## src/rtl/ntt_pkg.sv

```systemverilog
package ntt_pkg;

    localparam int unsigned MODP    = 65537;
    localparam int unsigned CW      = 17;
    // cycles from a read address to the write of the same address
    localparam int unsigned WR_LAG  = 3;

    typedef logic [CW-1:0] coef_t;

    typedef struct packed {
        coef_t a;
        coef_t b;
    } pair_t;

    typedef enum logic [1:0] {
        ST_IDLE,
        ST_READ,
        ST_DRAIN,
        ST_DONE
    } seq_state_e;

    // product reduced with 2^16 = -1 (mod p); result in [0, 65536]
    function automatic coef_t mod_mul(input coef_t x, input coef_t y);
        logic [32:0] prod;
        logic [17:0] diff;
        prod = 33'(x) * 33'(y);
        diff = 18'(prod[15:0]) - 18'(prod[32:16]);
        if (diff[17]) diff = diff + 18'(MODP);
        return diff[CW-1:0];
    endfunction

    function automatic coef_t mod_add(input coef_t x, input coef_t y);
        logic [17:0] s;
        s = 18'(x) + 18'(y);
        if (s >= 18'(MODP)) s = s - 18'(MODP);
        return s[CW-1:0];
    endfunction

    function automatic coef_t mod_sub(input coef_t x, input coef_t y);
        logic [17:0] d;
        d = 18'(x) - 18'(y);
        if (d[17]) d = d + 18'(MODP);
        return d[CW-1:0];
    endfunction

endpackage

```

## src/rtl/ntt_seq_ctrl.sv

```systemverilog
module ntt_seq_ctrl
    import ntt_pkg::*;
#(
    parameter int N = 16
) (
    input  logic              clk,
    input  logic              rst,
    input  logic              start,
    input  logic              inverse,
    output logic              rd_en,
    output logic [$clog2(N)-1:0] rd_addr,
    output logic              rd_ph,
    output logic              tw_req,
    output logic [$clog2(N)-2:0] tw_exp,
    output logic              tw_inv,
    output logic              done
);
    localparam int AW = $clog2(N);
    localparam int TW = AW - 1;
    localparam int SW = $clog2(AW);

    seq_state_e    state_q;
    logic [SW-1:0] stage_q;
    logic [TW-1:0] t_q;
    logic          ph_q;
    logic [1:0]    dcnt_q;
    logic          inv_q;

    logic [AW-1:0] t_ext, gmask, grp, jidx, half, u_addr, shamt;

    // butterfly t of a stage: twiddle index j in the top bits, group in the low bits
    always_comb begin
        t_ext  = {1'b0, t_q};
        shamt  = AW'(TW) - AW'(stage_q);
        gmask  = (AW'(1) << shamt) - AW'(1);
        grp    = t_ext & gmask;
        jidx   = t_ext >> shamt;
        half   = AW'(1) << stage_q;
        u_addr = ((grp << stage_q) << 1) | jidx;
    end

    assign rd_en   = (state_q == ST_READ);
    assign rd_addr = ph_q ? (u_addr | half) : u_addr;
    assign rd_ph   = ph_q;
    assign tw_req  = rd_en && !ph_q && (grp == '0);
    assign tw_exp  = TW'(jidx << shamt);
    assign tw_inv  = inv_q;
    assign done    = (state_q == ST_DONE);

    always_ff @(posedge clk) begin
        if (rst) begin
            state_q <= ST_IDLE;
            stage_q <= '0;
            t_q     <= '0;
            ph_q    <= 1'b0;
            dcnt_q  <= '0;
            inv_q   <= 1'b0;
        end else begin
            case (state_q)
                ST_IDLE: if (start) begin
                    state_q <= ST_READ;
                    stage_q <= '0;
                    t_q     <= '0;
                    ph_q    <= 1'b0;
                    inv_q   <= inverse;
                end
                ST_READ: begin
                    ph_q <= !ph_q;
                    if (ph_q) begin
                        t_q <= t_q + 1'b1;
                        if (t_q == '1) begin
                            state_q <= ST_DRAIN;
                            dcnt_q  <= '0;
                        end
                    end
                end
                ST_DRAIN: begin
                    if (dcnt_q == 2'(WR_LAG - 1)) begin
                        dcnt_q <= '0;
                        if (stage_q == SW'(AW - 1)) begin
                            state_q <= ST_DONE;
                        end else begin
                            state_q <= ST_READ;
                            stage_q <= stage_q + 1'b1;
                        end
                    end else begin
                        dcnt_q <= dcnt_q + 1'b1;
                    end
                end
                ST_DONE:  state_q <= ST_IDLE;
                default:  state_q <= ST_IDLE;
            endcase
        end
    end

endmodule

```

## src/rtl/ntt_pair_datapath.sv

```systemverilog
module ntt_pair_datapath
    import ntt_pkg::*;
#(
    parameter int AW = 4
) (
    input  logic          clk,
    input  logic          rst,
    input  logic          rd_en,
    input  logic [AW-1:0] rd_addr,
    input  logic          rd_ph,
    input  logic          tw_req,
    input  coef_t         tw_val,
    input  pair_t         rd_word,
    output logic          wr_en,
    output logic [AW-1:0] wr_addr,
    output pair_t         wr_word
);
    typedef struct packed {
        logic          en;
        logic          ph;
        logic [AW-1:0] addr;
    } tag_t;

    tag_t  dly [WR_LAG+1];
    coef_t w_reg, w_ex, yb_r, a0_r, a1_r, b1_r;
    pair_t x_reg;
    coef_t xo, yo, prod_v, sum_v, dif_v;
    logic  sel_b;

    assign dly[0] = '{en: rd_en, ph: rd_ph, addr: rd_addr};

    always_ff @(posedge clk) begin
        for (int g = 0; g < WR_LAG; g++) begin
            if (rst) dly[g+1] <= '0;
            else     dly[g+1] <= dly[g];
        end
    end

    // second cycle of a butterfly's compute works on the b half
    always_comb begin
        sel_b  = dly[2].ph;
        xo     = sel_b ? x_reg.b : x_reg.a;
        yo     = sel_b ? yb_r    : rd_word.a;
        prod_v = mod_mul(w_ex, yo);
        sum_v  = mod_add(xo, prod_v);
        dif_v  = mod_sub(xo, prod_v);
    end

    always_ff @(posedge clk) begin
        if (rst) begin
            w_reg <= '0;
            w_ex  <= '0;
            x_reg <= '0;
            yb_r  <= '0;
            a0_r  <= '0;
            a1_r  <= '0;
            b1_r  <= '0;
        end else begin
            if (tw_req) w_reg <= tw_val;
            if (dly[1].en && !dly[1].ph) begin
                x_reg <= rd_word;
                w_ex  <= w_reg;
            end
            if (dly[2].en && !dly[2].ph) begin
                a0_r <= sum_v;
                a1_r <= dif_v;
                yb_r <= rd_word.b;
            end
            if (dly[2].en && dly[2].ph) b1_r <= dif_v;
        end
    end

    assign wr_en   = dly[WR_LAG].en;
    assign wr_addr = dly[WR_LAG].addr;
    assign wr_word = dly[WR_LAG].ph ? '{a: a1_r, b: b1_r} : '{a: a0_r, b: sum_v};

endmodule

```

## src/rtl/ntt_pair_engine.sv

```systemverilog
module ntt_pair_engine
    import ntt_pkg::*;
#(
    parameter int N = 16
) (
    input  logic                 clk,
    input  logic                 rst,
    input  logic                 start,
    input  logic                 inverse,
    output logic                 rd_en,
    output logic [$clog2(N)-1:0] rd_addr,
    input  logic [33:0]          rd_data,
    output logic                 wr_en,
    output logic [$clog2(N)-1:0] wr_addr,
    output logic [33:0]          wr_data,
    output logic                 tw_req,
    output logic [$clog2(N)-2:0] tw_exp,
    output logic                 tw_inv,
    input  logic [16:0]          tw_val,
    output logic                 done
);
    localparam int AW = $clog2(N);

    logic  rd_ph;
    pair_t rd_word, wr_word;

    assign rd_word = rd_data;
    assign wr_data = wr_word;

    ntt_seq_ctrl #(.N(N)) i_ctrl (
        .clk     (clk),
        .rst     (rst),
        .start   (start),
        .inverse (inverse),
        .rd_en   (rd_en),
        .rd_addr (rd_addr),
        .rd_ph   (rd_ph),
        .tw_req  (tw_req),
        .tw_exp  (tw_exp),
        .tw_inv  (tw_inv),
        .done    (done)
    );

    ntt_pair_datapath #(.AW(AW)) i_dp (
        .clk     (clk),
        .rst     (rst),
        .rd_en   (rd_en),
        .rd_addr (rd_addr),
        .rd_ph   (rd_ph),
        .tw_req  (tw_req),
        .tw_val  (tw_val),
        .rd_word (rd_word),
        .wr_en   (wr_en),
        .wr_addr (wr_addr),
        .wr_word (wr_word)
    );

endmodule

```

## config.mk

```make
export PLATFORM = sky130hd
export DESIGN_NAME = ntt_pair_engine
export DESIGN_NICKNAME = d
export VERILOG_FILES = /design/src/rtl/ntt_pkg.sv /design/src/rtl/ntt_seq_ctrl.sv /design/src/rtl/ntt_pair_datapath.sv /design/src/rtl/ntt_pair_engine.sv
export SDC_FILE = /design/constraint.sdc
export NUM_CORES = 1
export LEC_CHECK = 0
export BUFFER_PORTS_ARGS = -buffer_cell sky130_fd_sc_hd__buf_2
export CAP_MARGIN = 10
export CORE_ASPECT_RATIO = 0.9
export CORE_UTILIZATION = 40
export DETAILED_ROUTE_END_ITERATION = 16
export PLACE_DENSITY_LB_ADDON = 0.08
export SETUP_SLACK_MARGIN = 0.4
export SLEW_MARGIN = 15
export SYNTH_ARGS = -nofsm -noshare
export SYNTH_HDL_FRONTEND = slang
export SYNTH_HIERARCHICAL = 1
export SYNTH_SLANG_ARGS = --single-unit
```

## constraint.sdc

```tcl
create_clock -name clk -period 37.7 [get_ports clk]
set_clock_uncertainty 0.15 [all_clocks]
set_input_delay 5.655 -clock clk [delete_from_list [all_inputs] [get_ports clk]]
set_output_delay 5.655 -clock clk [all_outputs]
set_load 0.005 [all_outputs]
```

==> impl_metrics.ini <==
[run_status]
outcome = finished, final reports clean

[floorplan]
die_h_um = 216
start_util_pct = 40.5
core-area_um2 = 50400
die_area_um2 = 51900
fp.dieW_um = 240
ioPinCount = 105
placementRows = 78

[synth]
ys_warn_count = 6
yosysSeqAreaShare_pct = 16.2
synthesis.area_um2 = 20400
synth_top_flop_cell = dfxtp_1
netlist_instances = 2487
synth_nets = 2936
async_reset_ff_share_pct = 0
syn_area_per_cell_um2 = 8.19
synthDistinctLibCells = 84
synth-edff-count = 0
ys_ff_latch = 165

[critical_path]
slowest_delay_ps = 600
cp_max_fo = 17
cp_data_required_time_ps = 31900
cpMostUsedCell = fa_1
crit_slowest_cell = or3b_2
setup.worst_path.end_class = primary output
arrival_ps = 18240
start_kind = input pin
critPathKind = input pin to primary output

[global_routing]
grt_overflow = 0
grt_max_degree = 88
grt_pass1_wl_um = 95600
antenna_found_initial = 1
grt_use_total_pct = 23.7
grt_pass1_vias = 17066

[drt]
vias_per_cell = 5.33
drt_iter0_markers = 1174
wirelength_um = 60200
drc = 0
ant_nets = 0
wl_per_cell_um = 18.9
dr.pass1.iters = 5
vias = 16971

[power]
power.total_uw = 933
power_density_nw_per_um2 = 42.5
cellLeakagePower_nw = 9.98
worst_ir_drop_vdd_v = 0.0000332

[hold_path]
hold_path.class = flop to flop

[sta]
max_slew.worst_pin.slew_ps = 1190
period_needed_ps = 24040
drv_slew = 0
relSlewSlack_pct = 20.0
grt_setup_unrepaired = false
hold_violations = 0
fin_ws_ps = 13660
fin_crit_sh_pct = 63.8
tns_ps = 0
holdWs_ps = 285
setup_viol = 0
maxClockFrequency_ghz = 0.0416

[finish]
layout_common_cells = nand2_1 (396), inv_1 (316), fa_1 (226), ha_1 (168), dfxtp_1 (164)
antenna_cells = 0
largest_reg_flops = 34
layout.nets = 2943
drive_gt1_share_pct = 9.33
nFillCells = 5160
layoutNonFillerInstCount = 3187
utilization_pct = 43.6
synthToLayoutAreaGrowth_pct = 7.64
layout_commonest_cell = nand2_1
final_area_um2 = 21900

[job]
maxCapViolCount = 0

[place]
dpl_cell_area_um2 = 21300
place_hpwl_um = 47300
routabilityCongestion = 0.867
place_ws_ps = 13700
io_buffers = 104
dp.cells = 3154

[cts]
clk_pin_slew_worst_paths_ps = 70
cts_resized = 0
cts_buffer_depth = 2
cts_tree = done
postCtsSetupBuffers = 0
clock_latency_ps = 450
root_buffer = clkbuf_16
cts_sinks = 165
cts_hold_buf = 0
cts_made_buffers = 17
cts_htree_levels = 4
[final timing paths]
check,slack (ps),depth (start not counted),start,to
min,290,1,i_dp/dly[12],i_dp/dly[6]
min reg2reg,290,1,i_dp/dly[12],i_dp/dly[6]
max reg2reg,23880,46,i_dp/sel_b,i_dp/a0_r[4]
max,13660,47,rd_data[24],wr_data[1]
[power breakdown]
part	leakage (nW)	internal, mW	switching [mW]	total (mW)
Combinational	8.36	0.206	0.363	0.569
Clock	0.276	0.0937	0.0811	0.175
Sequential	1.34	0.182	0.00673	0.189
Total	9.98	0.482	0.451	0.933
[synth_stat cells (all sizes together) (7+ instances only)]
cell / number / area, um2
clkbuf: 112 / 420
dfxtp: 165 / 3300
inv: 317 / 1190
or4: 7 / 60.1
nor2b: 32 / 208
xnor2: 63 / 552
o21ai: 61 / 309
a31oi: 25 / 156
nand2: 396 / 1490
mux2: 56 / 634
o22ai: 9 / 56.3
o31a: 7 / 61.3
o311ai: 8 / 70.1
o21a: 24 / 180
mux2i: 28 / 280
and2: 128 / 801
nor2: 105 / 394
fa: 226 / 4520
a21o: 31 / 233
xor2: 36 / 315
nor3b: 7 / 52.6
o211ai: 15 / 118
or2: 7 / 43.8
ha: 168 / 2100
a211oi: 18 / 135
nand4: 21 / 131
nor4: 13 / 81.3
and3: 18 / 113
or3: 18 / 113
nor3: 30 / 161
a21oi: 150 / 751
nand2b: 29 / 181
buf: 17 / 97.6
nand3: 53 / 270
[cell type report]
cell class	instances	area [um2]	share of cell area, %
Clock buffer	20	437	1.99
Clock inverter	12	133	0.605
Inverter	319	1200	5.46
Multi-Input combinational cell	1874	15400	70.1
Sequential cell	165	3300	15.1
Tap cell	680	851	3.88
Timing Repair Buffer	117	633	2.89
[kinds of logic (layout without fill, tap and decap cells)]
logic type      count (synthesis)  count (layout)  synth area share [%]
buf+inv                       448             468                  8.42
flops                         165             165                  16.2
fa+ha+maj                     394             394                  32.5
compound gates                408             408                  12.9
mux                            84              84                  4.49
xor+xnor                       99              99                  4.25
simple gates                  889             889                  21.2
[layer usage]
layer  GRT usage, %  vias to the layer above  wire [um]
li1               -                     8173          -
met1           34.9                     8334      29300
met2           36.9                      422      27100
met3           3.94                       42       3270
met4           3.69                        0        560
met5              0                        -          0
[worst max-delay path, delay by kind of cell]
family                   cells  cell delay (ps)
XOR/XNOR                     2              500
multiplexers                 3              960
buffers and inverters        7              510
adder cells (fa/ha/maj)     10             4610
AND/OR/NAND/NOR             10             2660
AO/OA/AOI/OAI               15             3310
(Power assumes the default switching activity.)
